`src/rtl/sdli_pkg.sv`:
```
package sdli_pkg;

    typedef struct packed {
        logic uses_dat;
        logic busy_rsp;
        logic has_auto;
    } cmd_attr_t;

    typedef enum logic {
        BSY_IDLE = 1'b0,
        BSY_WAIT = 1'b1
    } busy_st_t;

    function automatic logic wr_allowed(input logic cmd_inh,
                                        input logic dat_inh,
                                        input logic uses_dat);
        return !cmd_inh && !(uses_dat && dat_inh);
    endfunction

endpackage

```
`src/rtl/sdli_sync.sv`:
```
module sdli_sync #(
    parameter int   STAGES  = 2,
    parameter logic RST_VAL = 1'b1
) (
    input  logic clk,
    input  logic rst,
    input  logic d,
    output logic q
);
    logic [STAGES-1:0] chain;

    generate
        if (STAGES == 1) begin : g_one
            always_ff @(posedge clk) begin
                if (rst) chain <= RST_VAL;
                else     chain <= d;
            end
        end else begin : g_many
            always_ff @(posedge clk) begin
                if (rst) chain <= {STAGES{RST_VAL}};
                else     chain <= {chain[STAGES-2:0], d};
            end
        end
    endgenerate

    assign q = chain[STAGES-1];
endmodule

```
`src/rtl/sdli_cmd_track.sv`:
```
module sdli_cmd_track
    import sdli_pkg::*;
(
    input  logic      clk,
    input  logic      rst,
    input  logic      cmd_wr,
    input  cmd_attr_t attr_in,
    input  logic      dat_inh,
    input  logic      rsp_valid,
    input  logic      rsp_is_auto,
    input  logic      err_conflict,
    input  logic      err_ac12,
    output logic      cmd_inh,
    output logic      cmd_done,
    output logic      cmd_reject,
    output logic      accept,
    output logic      main_rsp_hit,
    output cmd_attr_t pend_attr
);
    logic inh_q, lock_q, done_q, rej_q;
    logic err_hit;
    cmd_attr_t attr_q;

    assign accept       = cmd_wr && wr_allowed(inh_q, dat_inh, attr_in.uses_dat);
    assign err_hit      = (err_conflict || err_ac12) && inh_q && !lock_q;
    assign main_rsp_hit = rsp_valid && !rsp_is_auto && inh_q && !lock_q && !err_hit;

    always_ff @(posedge clk) begin
        if (rst) begin
            inh_q  <= 1'b0;
            lock_q <= 1'b0;
            done_q <= 1'b0;
            rej_q  <= 1'b0;
            attr_q <= '0;
        end else begin
            if (accept)            inh_q <= 1'b1;
            else if (main_rsp_hit) inh_q <= 1'b0;
            if (err_hit)           lock_q <= 1'b1;
            if (accept)            attr_q <= attr_in;
            done_q <= main_rsp_hit;
            rej_q  <= cmd_wr && !accept;
        end
    end

    assign cmd_inh    = inh_q;
    assign cmd_done   = done_q;
    assign cmd_reject = rej_q;
    assign pend_attr  = attr_q;

    AST_SET_AFTER_WR: assert property (@(posedge clk) disable iff (rst)
        accept |=> cmd_inh);
    AST_DONE_ON_FALL: assert property (@(posedge clk) disable iff (rst)
        cmd_done |-> $fell(cmd_inh));
    AST_AUTO_KEEP: assert property (@(posedge clk) disable iff (rst)
        (cmd_inh && rsp_valid && rsp_is_auto) |=> (cmd_inh && !cmd_done));
    AST_LOCK_HOLDS: assert property (@(posedge clk) disable iff (rst)
        lock_q |=> (cmd_inh && !cmd_done));
    AST_DONE_SINGLE: assert property (@(posedge clk) disable iff (rst)
        cmd_done |=> !cmd_done);
endmodule

```
`src/rtl/sdli_dat_track.sv`:
```
module sdli_dat_track
    import sdli_pkg::*;
(
    input  logic      clk,
    input  logic      rst,
    input  logic      accept,
    input  cmd_attr_t attr_in,
    input  logic      main_rsp_hit,
    input  cmd_attr_t pend_attr,
    input  logic      dat0_s,
    input  logic      rd_xfer_active,
    input  logic      dat_io_active,
    output logic      dat_inh,
    output logic      dat_line_active
);
    logic     pend_q;
    busy_st_t bst_q, bst_d;

    always_comb begin
        bst_d = bst_q;
        case (bst_q)
            BSY_IDLE: if (main_rsp_hit && pend_attr.busy_rsp) bst_d = BSY_WAIT;
            BSY_WAIT: if (dat0_s) bst_d = BSY_IDLE;
            default:  bst_d = BSY_IDLE;
        endcase
    end

    always_ff @(posedge clk) begin
        if (rst) begin
            pend_q <= 1'b0;
            bst_q  <= BSY_IDLE;
        end else begin
            if (accept && attr_in.uses_dat) pend_q <= 1'b1;
            else if (main_rsp_hit)          pend_q <= 1'b0;
            bst_q <= bst_d;
        end
    end

    assign dat_line_active = dat_io_active || (bst_q == BSY_WAIT);
    assign dat_inh         = pend_q || dat_line_active || rd_xfer_active;

    AST_PEND_ON_ACCEPT: assert property (@(posedge clk) disable iff (rst)
        (accept && attr_in.uses_dat) |=> dat_inh);
    AST_BUSY_HOLD: assert property (@(posedge clk) disable iff (rst)
        ((bst_q == BSY_WAIT) && !dat0_s) |=> (dat_inh && dat_line_active));
    AST_RD_COVERS: assert property (@(posedge clk) disable iff (rst)
        rd_xfer_active |-> dat_inh);
endmodule

```
`src/rtl/sd_line_inhibit.sv`:
```
module sd_line_inhibit
    import sdli_pkg::*;
#(
    parameter int SYNC_STAGES = 2
) (
    input  logic clk,
    input  logic rst,
    input  logic cmd_wr,
    input  logic cmd_uses_dat,
    input  logic cmd_busy_rsp,
    input  logic cmd_has_auto,
    input  logic rsp_valid,
    input  logic rsp_is_auto,
    input  logic err_conflict,
    input  logic err_ac12_not_issued,
    input  logic dat0_in,
    input  logic rd_xfer_active,
    input  logic dat_io_active,
    output logic cmd_inhibit,
    output logic dat_inhibit,
    output logic dat_line_active,
    output logic cmd_done,
    output logic cmd_reject
);
    cmd_attr_t attr_in, pend_attr;
    logic      accept, main_rsp_hit, dat0_s;

    always_comb begin
        attr_in.uses_dat = cmd_uses_dat || cmd_busy_rsp;
        attr_in.busy_rsp = cmd_busy_rsp;
        attr_in.has_auto = cmd_has_auto;
    end

    sdli_sync #(.STAGES(SYNC_STAGES), .RST_VAL(1'b1)) u_sync (
        .clk (clk),
        .rst (rst),
        .d   (dat0_in),
        .q   (dat0_s)
    );

    sdli_cmd_track u_cmd (
        .clk          (clk),
        .rst          (rst),
        .cmd_wr       (cmd_wr),
        .attr_in      (attr_in),
        .dat_inh      (dat_inhibit),
        .rsp_valid    (rsp_valid),
        .rsp_is_auto  (rsp_is_auto),
        .err_conflict (err_conflict),
        .err_ac12     (err_ac12_not_issued),
        .cmd_inh      (cmd_inhibit),
        .cmd_done     (cmd_done),
        .cmd_reject   (cmd_reject),
        .accept       (accept),
        .main_rsp_hit (main_rsp_hit),
        .pend_attr    (pend_attr)
    );

    sdli_dat_track u_dat (
        .clk             (clk),
        .rst             (rst),
        .accept          (accept),
        .attr_in         (attr_in),
        .main_rsp_hit    (main_rsp_hit),
        .pend_attr       (pend_attr),
        .dat0_s          (dat0_s),
        .rd_xfer_active  (rd_xfer_active),
        .dat_io_active   (dat_io_active),
        .dat_inh         (dat_inhibit),
        .dat_line_active (dat_line_active)
    );

    AST_REJECT_KEEPS: assert property (@(posedge clk) disable iff (rst)
        (cmd_wr && cmd_inhibit) |=> (cmd_reject && cmd_inhibit));
    AST_DAT_REJECT: assert property (@(posedge clk) disable iff (rst)
        (cmd_wr && (cmd_uses_dat || cmd_busy_rsp) && dat_inhibit) |=> cmd_reject);
    AST_IO_ACTIVE: assert property (@(posedge clk) disable iff (rst)
        dat_io_active |-> (dat_line_active && dat_inhibit));
endmodule

```
`config.mk`:
```
export PLATFORM = sky130hd
export DESIGN_NAME = sd_line_inhibit
export DESIGN_NICKNAME = d
export VERILOG_FILES = /design/src/rtl/sdli_pkg.sv /design/src/rtl/sdli_sync.sv /design/src/rtl/sdli_cmd_track.sv /design/src/rtl/sdli_dat_track.sv /design/src/rtl/sd_line_inhibit.sv
export SDC_FILE = /design/constraint.sdc
export NUM_CORES = 1
export LEC_CHECK = 0
export CAP_MARGIN = 20
export CORE_AREA = 2 2 39 41
export DETAILED_ROUTE_END_ITERATION = 8
export DIE_AREA = 0 0 41 43
export PLACE_DENSITY = 0.57
export SLEW_MARGIN = 10
export SYNTH_ARGS = -nofsm -noshare
export SYNTH_HDL_FRONTEND = slang
export SYNTH_SLANG_ARGS = --single-unit
```
`constraint.sdc`:
```
create_clock -name clk -period 2.3 [get_ports clk]
set_input_delay 0.575 -clock clk [delete_from_list [all_inputs] [get_ports clk]]
set_output_delay 0.575 -clock clk [all_outputs]
set_load 0.01 [all_outputs]
```
==> qor.txt, run 1 <==
CTS HTree Levels = 1
area share of fa/ha/maj cells after synthesis = 0%
placed insts = 73
Worst Hold Class = register to register
RR Endpoint = u_cmd.cmd_inh$_SDFFE_PP0P_
gpl congestion = 0.679
Worst Path Buf+Inv = 3
largest family of logic cells by synthesized area = simple AND/OR/NAND/NOR gates
setup TNS = 0 ns
most common cell in the netlist = dfxtp_1
Required @ worst endpoint = 1.73 ns
maximum fanout along the worst path = 2
first-pass GRT wire length = 1190 µm
Min-Delay Endpoint = u_sync.chain[1]$_SDFF_PP1_
xor and xnor fraction of the mapped netlist area = 0%
FFs w/ async S/R, synth = 0%
total track usage = 10.8%
maximum VDD drop = 0.213 mV
hold path startpoint = u_sync.chain[0]$_SDFF_PP1_
syn_area_per_cell = 9.91 µm²
sequential area share after synthesis = 46.6%
Fin. Hold Viols = 0
power consumption = 0.000350 W
Distinct cells, synth = 20
drt first pass iters = 1
vias per cell = 4.45
Initial DRC Count = 0
Synth Flop Type = dfxtp_1
Ys Warns = 0
final worst-path cycle share = 96.5%
CP Launch Type = input pin
Worst slew margin = 81.3%
CTS tree = built
Synth Register Bits = 9
RSZ-0062 raised after global routing = false
post-place setup slack = -0.115 ns
min Tclk post-route = 2.22 ns
ant diodes = 0
clock slew at reported path FFs = 0.06 ns
P per Cell Area = 577 nW/µm²
Worst path slowest cell = clkdlybuf4s50_1
number of flops mapped to enable cells by yosys = 0
Worst Path Class, Setup = input pin to output port
post-DP HPWL = 602 µm
Max Cap Viol = 0
Top Ports = 18
Port Buffers = 16
synth top area cells = dfxtp_1 (47%), nor4_4 (5.5%), or2_2 (4.9%), o32ai_2 (4.2%), and4bb_2 (3.2%)
crit path DAT = 1.64 ns
Post-synth top cells = dfxtp_1 (9), inv_1 (3), nand2_1 (3), or2_2 (3)
hold path depth = 1
status = finished clean
die area = 1760 µm²
Die Wd = 41 µm
Skew-Pair Late Insertion Delay = 0.26 ns
reg2reg path depth = 3
element type at the critical path end = output port
CTS Hold Bufs = 0
Initial Util = 27.9%
post-synthesis simple-gate area fraction = 34.6%
Final ANT Viol Nets = 0
post-CTS setup buffer count = 0
final non-filler cell total = 77
worst setup margin = 0.0810 ns
cell family with most CP delay = buffers and inverters
Core Area = 1380 µm²
cell type with the largest total area after synthesis = dfxtp_1
FF-to-FF Start = u_cmd.cmd_inh$_SDFFE_PP0P_
mux cell area share after synthesis = 0%
Slew Limit Fails = 0
share of layout cells above drive strength 1 = 21.3%
# setup viols final = 0
Slew @ Worst Pin = 0.280 ns
Final #Nets = 75
vias = 343
syn nets = 52
Lkg Pwr = 0.228 nW
number of global-route vias before repair = 313
# DRC = 0
CP cell instances = clkdlybuf4s50_1 > nor4_4 > inv_1 > dlygate4sd2_1
initial antenna violation count = 0
Root Buffer = clkbuf_4
GRT overflow = 0
WL per Instance = 10.3 µm
chip height = 43 µm
Max Freq = 451 MHz
share of the synthesized area in the top cell type = 46.6%
CTS max path bufs = 2
total wire length = 796 µm
# clock sinks = 9
complex-gate fraction of the synthesized area = 15.9%
slowest cell delay on critical path = 0.45 ns
Final Skew = 0.00202 ns
TritonCTS buffer count = 3
Synth Instances = 39
crit path from = dat_io_active
largest net degree at the start of global routing = 9
Cell Rows = 14
P&R area growth vs syn = 56.6%
reg-to-reg slack, setup = 1.13 ns
synthesized area = 387 µm²
metrics by stage:
step | hold WS, ns | utilization, % | instance area, µm²
2_1_floorplan | 0.389 | - | 387
3_3_place_gp | 0.393 | 42.0 | 582
3_5_place_dp | 0.399 | 42.0 | 582
4_1_cts | 0.414 | 43.8 | 606
5_1_grt | 0.434 | 43.8 | 606
6_report | 0.408 | 43.8 | 606
logic make-up after synthesis:
logic type,Yosys count
DFF,9
AOI/OAI and AO/OA,8
and+or+nand+nor,19
buffers and inverters,3
routing by layer:
| layer | track usage [%] | part of all wire (%) | wire, µm | vias to the layer above |
|---|---|---|---|---|
| met4 | 12.0 | 1.8 | 14 | 0 |
| met2 | 13.8 | 44 | 348 | 10 |
| li1 | - | - | - | 183 |
| met3 | 3.14 | 4.9 | 39 | 2 |
| met5 | 0 | 0 | 0 | - |
| met1 | 12.7 | 49 | 393 | 148 |
flip-flops by register name, summed over array words and instances (netlist names):
signal	flops
u_cmd.lock_q	1
u_cmd.pend_attr	1
u_dat.bst_q	1
u_cmd.cmd_done	1
u_dat.pend_q	1
u_sync.chain	2
u_cmd.cmd_reject	1
u_cmd.cmd_inh	1
how the worst max path moves through the flow:
stage                        endpoint  slack [ns]  depth (start not counted)
after floorplan           dat_inhibit        0.75                          2
after CTS                 dat_inhibit        0.07                          4
after global placement    dat_inhibit       -0.11                          4
after detailed placement  dat_inhibit       -0.12                          4
after global routing      dat_inhibit        0.02                          4
final                     dat_inhibit        0.08                          4
where the power goes:
group	switching [W]	internal, W	total (W)	leakage, nW
Combinational	0.0000218	0.0000366	0.0000584	0.140
Clock	0.0000556	0.0000669	0.000123	0.0150
Sequential	0.00000508	0.000164	0.000169	0.0737
Total	0.0000825	0.000267	0.000350	0.228
cells in the final DEF, fill, tap and decap left out:
cell and n:
dlygate4sd2_1 2, a31oi_1 1, nor2_1 2, o32ai_1 1, a21oi_1 2, nand2b_1 1, nor3b_2 1, o21ai_0 2
nand3_1 2, o32ai_2 1, clkbuf_4 3, o211a_1 1, or2_2 3, clkbuf_1 1, clkdlybuf4s50_1 14, nor2_2 1
nor4b_1 1, dfxtp_1 9, and2_1 1, and4bb_2 1, nor2b_1 2, buf_4 2, nor4_4 1, inv_1 3
nand2_1 3
cell type report:
| class | count | area (µm²) |
|---|---|---|
| fillers | 149 | 778 |
| multi-input cells | 27 | 195 |
| flip-flops and latches | 9 | 180 |
| repair buffers | 18 | 173 |
| clock buffers | 4 | 26.3 |
| well taps | 16 | 20.0 |
| inverters | 3 | 11.3 |
repair_timing:
item | in CTS | in global routing
setup endpoints to repair | 2 | 0
endpoints found under the hold margin | 0 | 0
resized for setup | 2 | 0
No activity file was read; power rests on OpenSTA's default activity.
==> inputs of run 2 (changes only) <==
- CAP_MARGIN: 20 -> unset
==> results of run 2 <==
The final DEF is identical to that of run 1; final timing and power are the same.
==> inputs of run 3 (changes only) <==
- CAP_MARGIN: unset -> 5
==> results of run 3 <==
The final DEF is identical to that of run 1; final timing and power are the same.
